[src/rtl/bmdma_pkg.sv]
package bmdma_pkg;

    typedef enum logic [1:0] {
        SZ_BYTE = 2'd0,
        SZ_HALF = 2'd1,
        SZ_WORD = 2'd2,
        SZ_RSVD = 2'd3
    } acc_size_e;

    localparam int SLICE_BYTES = 8;
    localparam int PTR_W       = 32;

    // control byte fields
    localparam int CTL_RUN = 0;
    localparam int CTL_DIR = 3;
    // state byte fields
    localparam int ST_ACT  = 0;
    localparam int ST_ERR  = 1;
    localparam int ST_DONE = 2;
    localparam int ST_CAP0 = 5;
    localparam int ST_CAP1 = 6;

    typedef struct packed {
        logic       ptr_half;   // offset bit 2: pointer half of slice
        logic [1:0] lane;       // byte lane inside the 4-byte half
        logic       is_byte;    // single-byte access
        logic       aligned;    // naturally aligned, legal size
    } dec_t;

    typedef struct packed {
        logic              run;
        logic              dir;
        logic              err;
        logic              done;
        logic [1:0]        cap;
        logic [PTR_W-1:2]  ptr_hi;
    } chan_regs_t;

    function automatic logic [31:0] ones_of(acc_size_e s);
        case (s)
            SZ_BYTE: return 32'h0000_00FF;
            SZ_HALF: return 32'h0000_FFFF;
            default: return 32'hFFFF_FFFF;
        endcase
    endfunction

    function automatic logic [3:0] lane_en(acc_size_e s, logic [1:0] lane);
        case (s)
            SZ_BYTE: return 4'b0001 << lane;
            SZ_HALF: return 4'b0011 << lane;
            default: return 4'b1111;
        endcase
    endfunction

    function automatic logic is_aligned(acc_size_e s, logic [1:0] lane);
        case (s)
            SZ_BYTE: return 1'b1;
            SZ_HALF: return ~lane[0];
            SZ_WORD: return lane == 2'd0;
            default: return 1'b0;
        endcase
    endfunction

    function automatic logic [7:0] ctl_byte(chan_regs_t r);
        logic [7:0] b;
        b          = 8'h00;
        b[CTL_RUN] = r.run;
        b[CTL_DIR] = r.dir;
        return b;
    endfunction

    function automatic logic [7:0] st_byte(chan_regs_t r);
        logic [7:0] b;
        b          = 8'h00;
        b[ST_ACT]  = r.run;
        b[ST_ERR]  = r.err;
        b[ST_DONE] = r.done;
        b[ST_CAP0] = r.cap[0];
        b[ST_CAP1] = r.cap[1];
        return b;
    endfunction

endpackage

[src/rtl/bmdma_decode.sv]
module bmdma_decode
    import bmdma_pkg::*;
#(
    parameter int NUM_CH = 2,
    localparam int CW    = (NUM_CH > 1) ? $clog2(NUM_CH) : 1,
    localparam int AW    = CW + 3
) (
    input  logic              acc_valid,
    input  logic              acc_write,
    input  logic [AW-1:0]     acc_addr,
    input  acc_size_e         size,
    output logic [CW-1:0]     chan,
    output dec_t              dec,
    output logic [NUM_CH-1:0] ctl_we,
    output logic [NUM_CH-1:0] st_we,
    output logic [NUM_CH*4-1:0] ptr_be
);

    logic wr;
    assign wr   = acc_valid & acc_write;
    assign chan = acc_addr[AW-1:3];

    always_comb begin
        dec.ptr_half = acc_addr[2];
        dec.lane     = acc_addr[1:0];
        dec.is_byte  = (size == SZ_BYTE);
        dec.aligned  = is_aligned(size, acc_addr[1:0]);
    end

    for (genvar i = 0; i < NUM_CH; i++) begin : g_sel
        logic hit;
        assign hit = wr && (chan == CW'(i));
        assign ctl_we[i] = hit && !dec.ptr_half && dec.is_byte && (dec.lane == 2'd0);
        assign st_we[i]  = hit && !dec.ptr_half && dec.is_byte && (dec.lane == 2'd2);
        assign ptr_be[i*4 +: 4] = (hit && dec.ptr_half && dec.aligned)
                                  ? lane_en(size, dec.lane) : 4'b0000;
    end

endmodule

[src/rtl/bmdma_chan.sv]
module bmdma_chan
    import bmdma_pkg::*;
(
    input  logic        clk,
    input  logic        rst,
    input  logic        ctl_we,
    input  logic        st_we,
    input  logic [3:0]  ptr_be,
    input  logic [31:0] wbyte,     // right-justified data for control/state
    input  logic [31:0] wlane,     // data already shifted to its byte lanes
    input  logic        evt_done,
    input  logic        evt_err,
    output chan_regs_t  regs
);

    always_ff @(posedge clk) begin
        if (rst) begin
            regs <= '0;
        end else begin
            if (ctl_we) begin
                regs.run <= wbyte[CTL_RUN];
                regs.dir <= wbyte[CTL_DIR];
            end
            // event set takes priority over a write-one clear
            if (evt_err)
                regs.err <= 1'b1;
            else if (st_we && wbyte[ST_ERR])
                regs.err <= 1'b0;
            if (evt_done)
                regs.done <= 1'b1;
            else if (st_we && wbyte[ST_DONE])
                regs.done <= 1'b0;
            if (st_we)
                regs.cap <= {wbyte[ST_CAP1], wbyte[ST_CAP0]};
            if (ptr_be[0]) regs.ptr_hi[7:2]   <= wlane[7:2];
            if (ptr_be[1]) regs.ptr_hi[15:8]  <= wlane[15:8];
            if (ptr_be[2]) regs.ptr_hi[23:16] <= wlane[23:16];
            if (ptr_be[3]) regs.ptr_hi[31:24] <= wlane[31:24];
        end
    end

endmodule

[src/rtl/bmdma_regwin.sv]
module bmdma_regwin
    import bmdma_pkg::*;
#(
    parameter int NUM_CH = 2,
    localparam int CW    = (NUM_CH > 1) ? $clog2(NUM_CH) : 1,
    localparam int AW    = CW + 3
) (
    input  logic                  clk,
    input  logic                  rst,
    input  logic                  acc_valid,
    input  logic                  acc_write,
    input  logic [AW-1:0]         acc_addr,
    input  logic [1:0]            acc_size,
    input  logic [31:0]           wdata,
    output logic [31:0]           rdata,
    input  logic [NUM_CH-1:0]     evt_done,
    input  logic [NUM_CH-1:0]     evt_err,
    output logic [NUM_CH-1:0]     run_o,
    output logic [NUM_CH-1:0]     dir_o,
    output logic [NUM_CH-1:0]     done_o,
    output logic [NUM_CH*32-1:0]  ptr_o
);

    acc_size_e             size;
    logic [CW-1:0]         chan;
    dec_t                  dec;
    logic [NUM_CH-1:0]     ctl_we;
    logic [NUM_CH-1:0]     st_we;
    logic [NUM_CH*4-1:0]   ptr_be;
    logic [31:0]           wlane;
    chan_regs_t            ch_regs [NUM_CH];

    assign size  = acc_size_e'(acc_size);
    assign wlane = wdata << {dec.lane, 3'b000};

    bmdma_decode #(.NUM_CH(NUM_CH)) u_dec (
        .acc_valid (acc_valid),
        .acc_write (acc_write),
        .acc_addr  (acc_addr),
        .size      (size),
        .chan      (chan),
        .dec       (dec),
        .ctl_we    (ctl_we),
        .st_we     (st_we),
        .ptr_be    (ptr_be)
    );

    for (genvar i = 0; i < NUM_CH; i++) begin : g_ch
        bmdma_chan u_chan (
            .clk      (clk),
            .rst      (rst),
            .ctl_we   (ctl_we[i]),
            .st_we    (st_we[i]),
            .ptr_be   (ptr_be[i*4 +: 4]),
            .wbyte    (wdata),
            .wlane    (wlane),
            .evt_done (evt_done[i]),
            .evt_err  (evt_err[i]),
            .regs     (ch_regs[i])
        );
        assign run_o[i]  = ch_regs[i].run;
        assign dir_o[i]  = ch_regs[i].dir;
        assign done_o[i] = ch_regs[i].done;
        assign ptr_o[i*32 +: 32] = {ch_regs[i].ptr_hi, 2'b00};
    end

    // read path: combinational, no side effects
    always_comb begin
        chan_regs_t  sel;
        logic [31:0] ones;
        logic [31:0] ptr_full;
        sel      = ch_regs[chan];
        ones     = ones_of(size);
        ptr_full = {sel.ptr_hi, 2'b00};
        if (!dec.ptr_half) begin
            if (!dec.is_byte) begin
                rdata = ones;
            end else begin
                case (dec.lane)
                    2'd0:    rdata = {24'h0, ctl_byte(sel)};
                    2'd2:    rdata = {24'h0, st_byte(sel)};
                    default: rdata = 32'h0000_00FF;
                endcase
            end
        end else if (!dec.aligned) begin
            rdata = ones;
        end else begin
            rdata = (ptr_full >> {dec.lane, 3'b000}) & ones;
        end
    end

endmodule

[config.mk]
export PLATFORM = sky130hd
export DESIGN_NAME = bmdma_regwin
export DESIGN_NICKNAME = d
export VERILOG_FILES = /design/src/rtl/bmdma_pkg.sv /design/src/rtl/bmdma_decode.sv /design/src/rtl/bmdma_chan.sv /design/src/rtl/bmdma_regwin.sv
export SDC_FILE = /design/constraint.sdc
export NUM_CORES = 1
export LEC_CHECK = 0
export BUFFER_PORTS_ARGS = -buffer_cell sky130_fd_sc_hd__buf_2
export CORE_UTILIZATION = 45
export CTS_CLUSTER_SIZE = 40
export DETAILED_ROUTE_END_ITERATION = 8
export PLACE_DENSITY = 0.7
export RECOVER_POWER = 50
export SKIP_CTS_REPAIR_TIMING = 1
export SLEW_MARGIN = 20
export SYNTH_ARGS = -nofsm -noshare
export SYNTH_HDL_FRONTEND = slang
export SYNTH_SLANG_ARGS = --single-unit
[constraint.sdc]
create_clock -name clk -period 1.51 [get_ports clk]
set_input_delay 0.0755 -clock clk [delete_from_list [all_inputs] [get_ports clk]]
set_output_delay 0.0755 -clock clk [all_outputs]
set_load 0.01 [all_outputs]
* After elaboration in Yosys (flattened, before gate mapping)
Cells that the tools add are included.
Storage, ports and cells: register bits after elaboration 72, bits of input ports 46, output and inout bits 102
Cells by class: order comparisons 1, equality and inequality tests 3, shifts and indexed selects 4, muxes and demuxes 20, bitwise operators 5, reductions and logical operators 25
Operators by type and width (count):
- 36-bit two-way mux | 3
- 32-bit two-way mux | 3
- 32-bit one-hot mux with 2 select lines | 1
- 32-bit bitwise AND | 1
- 32-bit by 5-bit << shifter with 32-bit output | 1
- 32-bit by 5-bit >> shifter with 32-bit output | 1
- 1-bit logical AND | 18
- 8-bit one-hot mux with 2 select lines | 1
- 1-bit two-way mux | 8
- 4-bit two-way mux | 2
- 4-bit one-hot mux with 2 select lines | 1
- 2-bit nonzero test | 4
- 2-bit == test, second input constant | 2
- 2-bit zero test | 2
- 1-bit by 2-bit << shifter with 4-bit output, first input constant | 1
- 2-bit by 2-bit << shifter with 4-bit output, first input constant | 1
- 1-bit one-hot mux with 3 select lines | 1
- 2-bit by 1-bit == test with 1-bit output, second input constant | 1
- 2-bit greater-or-equal comparator, second input constant | 1
- 1-bit NOT | 2
- 1-bit NOT with 2-bit output | 1
- 1-bit bitwise AND | 1
- 1-bit zero test | 1

* Depth between registers and ports, before layout
depth in word-level cells 8, depth in mapped cells 7, mapped depth without buffers 4

* Cells and area by module
A second synthesis with hierarchy kept.
Unflattened totals: cells, all modules 513, area total of the unflattened synthesis 4783.3 µm²
Modules (own cells, without submodules):
- bmdma_chan | instances 2, cells each 118, area an instance 1315.0 µm², seq. area each 720.7 µm²
- bmdma_regwin | instances 1, cells each 236, area an instance 1865.5 µm², seq. area each 0.0 µm²
- bmdma_decode | instances 1, cells each 41, area an instance 287.8 µm², seq. area each 0.0 µm²

* Least setup slack after synthesis
No wires, ideal clock.
path type input -> output, from in acc_addr[3], to out rdata[14], arrival time 1253 ps, required time 1434 ps, path slack 182 ps, stages on the path 5, cells stage by stage buf_4 buf_4 mux2_2 a2111oi_0 nor2_1
Between the ends: word-level cells in the longest chain between the ends 8
Ends and longest elaborated chain:
- from (decl) | RTL line bmdma_regwin.sv:12 | input logic [AW-1:0] acc_addr,
- 1-bit NOT with 2-bit output (implied by the code) | RTL line bmdma_regwin.sv:72 | sel = ch_regs[chan];
- 36-bit two-way mux (implied by the code) (3 in a row) | RTL line bmdma_regwin.sv:72
- 32-bit by 5-bit >> shifter with 32-bit output | RTL line bmdma_regwin.sv:88 | rdata = (ptr_full >> {dec.lane, 3'b000}) & ones;
- 32-bit bitwise AND | RTL line bmdma_regwin.sv:88
- 32-bit two-way mux | RTL line bmdma_regwin.sv:85 | end else if (!dec.aligned) begin
- 32-bit two-way mux | RTL line bmdma_regwin.sv:75 | if (!dec.ptr_half) begin
- to (decl) | RTL line bmdma_regwin.sv:15 | output logic [31:0] rdata,
No other way between the ends. The select of a mux whose other input is x is not followed.

* Final worst setup path
from reg g_ch[0].u_chan.regs[22] in the netlist's numbering, to out rdata[0]
Between the ends: word-level cells in the longest chain between the ends 7
Ends and longest elaborated chain:
- from (decl) | RTL line bmdma_chan.sv:13 | output chan_regs_t regs
- 36-bit two-way mux (implied by the code) (3 in a row) | RTL line bmdma_regwin.sv:72
- 32-bit by 5-bit >> shifter with 32-bit output | RTL line bmdma_regwin.sv:88
- 32-bit bitwise AND | RTL line bmdma_regwin.sv:88
- 32-bit two-way mux | RTL line bmdma_regwin.sv:85
- 32-bit two-way mux | RTL line bmdma_regwin.sv:75
No other way between the ends. The select of a mux whose other input is x is not followed.

==> out/qor_table.md <==
| Step | Result | This run |
|:---|:---|:---|
| outcome | Outcome | finished, violations left |
| outcome | Violations in the final reports | negative setup slack |
| worst setup path | Path type of the worst setup path | reg2out |
| grt | Number of global-route vias before repair | 4438 |
| hold path | Hold crit path type | in2reg |
| detailed routing | Count of routing violations after the opening detailed-route iteration | 440 |
| die | Row Count | 37 |
| cells and area | Top library cells by usage in the layout, fill and taps aside | 129 x sky130_fd_sc_hd__buf_2, 70 x sky130_fd_sc_hd__buf_4, 62 x sky130_fd_sc_hd__mux2i_1 |
| pwr | Leakage component of the power | 2.97 nW |
| detailed routing | Overall via count from detail_route | 4665 |
| logic synthesis | Count of warnings emitted by yosys | 0 |
| logic synthesis | Combined area of all synthesized cells | 4830 um^2 |
| cells and area | Layout cells sized above 1 | 46.9% |
| sta | Setup tns final | -1.41 ns |
| detailed routing | Antenna violation net count after detailed routing | 0 |
| logic synthesis | Number of synthesized register bits | 72 |
| job | Max cap viols | 0 |
| pwr | Worst supply voltage drop on vdd | 0.436 mV |
| sta | Setup violations, final | 18 |
| clocking | Clock tree buffer depth | 2 |
| cells and area | Max reg flops | 72 |
| logic synthesis | Ranking of synthesized cells by area | sky130_fd_sc_hd__dfxtp_1 30%, sky130_fd_sc_hd__mux2i_1 14%, sky130_fd_sc_hd__buf_4 12% |
| die | Die outline area | 11200 um^2 |
| worst setup path | Data arrival, critical path | 1.65 ns |
| sta | Final worst-path cycle share | 114% |
| worst setup path | CP startpoint kind | register |
| grt | Maximum number of pins on one net before global-route repair | 40 |
| grt | Combined global-route utilization of all metal layers | 27.2% |
| pwr | Cell Pwr Density | 681 nW/um^2 |
| worst setup path | Endpoint required time on the critical path | 1.43 ns |
| die | Number of top-level design ports | 148 |
| sta | Final period demand of the worst path | 1.73 ns |
| cells and area | Antenna cells | 0 |
| sta | Largest clock skew in the final design | 0 ns |
| die | DIE WIDTH | 106 um |
| logic synthesis | Mean area per synthesized cell | 8.41 um^2 |
| clocking | Clk root buf | sky130_fd_sc_hd__clkbuf_8 |
| cells and area | Most frequent standard cell in the layout excluding fill and tap cells | sky130_fd_sc_hd__buf_2 |
| grt | Global-route congestion overflow total | 0 |
| sta | Number of slew-limit violations in the final report | 0 |
| sta | Setup repair after global routing missed its margin | yes |
| detailed routing | Detail-routed net length per standard cell | 18.7 um |
| clocking | Clock latency reported for the late side of the worst-skew pair | 0.37 ns |
| detailed routing | Remaining routing DRC violations | 0 |
| sta | Worst hold-check slack | 0.00711 ns |
| logic synthesis | Prevailing post-synth register cell | sky130_fd_sc_hd__dfxtp_1 |
| place | Number of buffer cells added on primary ports | 143 |
| cells and area | Area occupied by multi-input gates | 2950 um^2 |
| place | Global placement routability congestion | 0.938 |
| clocking | CTS H-tree depth | 3 |
| clocking | Clock transition at the registers of the reported paths | 0.08 ns |
| logic synthesis | Post-synthesis sequential area ratio | 29.8% |
| detailed routing | TritonRoute pass-1 iters | 5 |
| cells and area | Nets | 751 |
| logic synthesis | Count of cell types in the netlist | 44 |
| logic synthesis | Area share of the largest cell type after synthesis | 29.8% |
| logic synthesis | Count of flip-flops with a built-in enable after synthesis | 0 |
| logic synthesis | Proportion of synthesized flip-flops having asynchronous set or reset | 0% |
| detailed routing | Routed vias/inst | 5.51 |
| die | Die boundary height | 106 um |
| grt | Initial antenna violation count | 0 |
| clocking | Clock Sink Count | 72 |
| logic synthesis | Post-synthesis cell type with the largest combined area | sky130_fd_sc_hd__dfxtp_1 |
| clocking | Clock buffer count from CTS | 9 |
| die | Floorplan Core Area | 10400 um^2 |
| place | Total half-perimeter wirelength after legalization and detailed placement | 12000 um |
| cells and area | Largest Register | g_ch.u_chan.regs |
| sta | Setup WS post-layout | -0.217 ns |
| worst setup path | Endpoint class of the critical path | primary output |
| cells and area | Relative area change from synthesis to final layout | 28.2% |
| cells and area | # fillers | 923 |
| clocking | Clock tree from TritonCTS | done |
| detailed routing | Aggregate routed wire length | 15800 um |
| cells and area | Footprint of the flip-flops and latches | 1480 um^2 |
| worst setup path | Top fanout value on the critical path | 3 |
| die | Starting Density | 46.6% |
| grt | First-pass GRT wire length | 23300 um |
| sta | Number of hold violations in the final report | 0 |
| sta | Highest clock rate | 579 MHz |
| cells and area | Registers with the most flip-flops | g_ch.u_chan.regs x72 |
| logic synthesis | Number of instances in the synthesized netlist | 575 |
path summary, 6_finish.rpt:
path	startpoint	endpoint	slack, ns	cells past startpoint
max reg2reg	g_ch[1].u_chan.regs[20]$_SDFFE_PP0P_	g_ch[1].u_chan.regs[20]$_SDFFE_PP0P_	0.55	3
min	wdata[4]	g_ch[0].u_chan.regs[2]$_SDFFE_PP0P_	0.007	3
max	g_ch[0].u_chan.regs[22]$_SDFFE_PP0P_	rdata[0]	-0.22	6
min reg2reg	g_ch[0].u_chan.regs[22]$_SDFFE_PP0P_	g_ch[0].u_chan.regs[22]$_SDFFE_PP0P_	0.49	2
critical path: stages, from the launching register on:
cell and delay (ns):
sky130_fd_sc_hd__dfxtp_2 0.34, sky130_fd_sc_hd__mux2i_1 0.19, sky130_fd_sc_hd__mux2i_1 0.14, sky130_fd_sc_hd__a221oi_1 0.29, sky130_fd_sc_hd__buf_4 0.17, sky130_fd_sc_hd__a21oi_2 0.03
sky130_fd_sc_hd__buf_2 0.14
logic make-up (layout without fill, tap and decap cells):
logic type / Yosys count / after routing / share of synthesized area [%]
AND/OR/NAND/NOR: 176 / 176 / 17.1
flip-flops: 72 / 72 / 29.8
multiplexers: 114 / 114 / 24.7
other: 1 / 4 / 0.0776
AO/OA/AOI/OAI: 96 / 96 / 12.6
buffers and inverters: 114 / 246 / 15.3
XOR/XNOR: 2 / 2 / 0.362
through the flow:
stage / total power, mW / utilization, % / setup WS [ns] / instance area [um^2] / std cells
after global placement: 2.79 / 53.7 / -0.0519 / 5570 / 814
final: 4.22 / 59.8 / -0.217 / 6200 / 846
after CTS: 4.13 / 55.3 / -0.326 / 5740 / 830
after detailed placement: 2.79 / 53.7 / -0.0484 / 5570 / 814
after global routing: 4.36 / 59.8 / -0.230 / 6200 / 846
after floorplan: 2.44 / - / 0.182 / 4840 / 578
cells in the mapped netlist, types with 4 or more instances:
| cell type | number |
|---|---|
| sky130_fd_sc_hd__nand3_2 | 4 |
| sky130_fd_sc_hd__nand3_1 | 24 |
| sky130_fd_sc_hd__o21ai_0 | 34 |
| sky130_fd_sc_hd__nor2_1 | 51 |
| sky130_fd_sc_hd__buf_4 | 79 |
| sky130_fd_sc_hd__a2bb2oi_1 | 8 |
| sky130_fd_sc_hd__dfxtp_1 | 72 |
| sky130_fd_sc_hd__nand2_1 | 53 |
| sky130_fd_sc_hd__mux2_2 | 43 |
| sky130_fd_sc_hd__nor3_1 | 7 |
| sky130_fd_sc_hd__nor2b_1 | 20 |
| sky130_fd_sc_hd__buf_2 | 12 |
| sky130_fd_sc_hd__a21oi_1 | 20 |
| sky130_fd_sc_hd__clkbuf_1 | 17 |
| sky130_fd_sc_hd__and3_1 | 4 |
| sky130_fd_sc_hd__nand4_1 | 4 |
| sky130_fd_sc_hd__mux2i_1 | 70 |
| sky130_fd_sc_hd__o211ai_1 | 10 |
where the power goes:
group | internal, mW | leakage, nW | switching, mW
Sequential | 1.91 | 0.593 | 0.0129
Combinational | 0.395 | 2.30 | 0.521
Clock | 0.638 | 0.0834 | 0.742
Total | 2.94 | 2.97 | 1.28
layer usage:
layer	up-vias	wire (um)	track usage (%)
met2	217	7300	42.5
met5	-	0	0
li1	2202	-	-
met4	0	551	11.4
met1	2212	6830	35.7
met3	34	1130	6.49
cell type report:
type                       instances  area share, %
multi-input combinational        392           47.7
tap                              136           2.75
clock inverter                     3          0.283
sequential                        72           23.8
inverter                           4          0.242
timing repair buffer             226           22.9
clock buffer                      13           2.40
(Power assumes the default switching activity.)
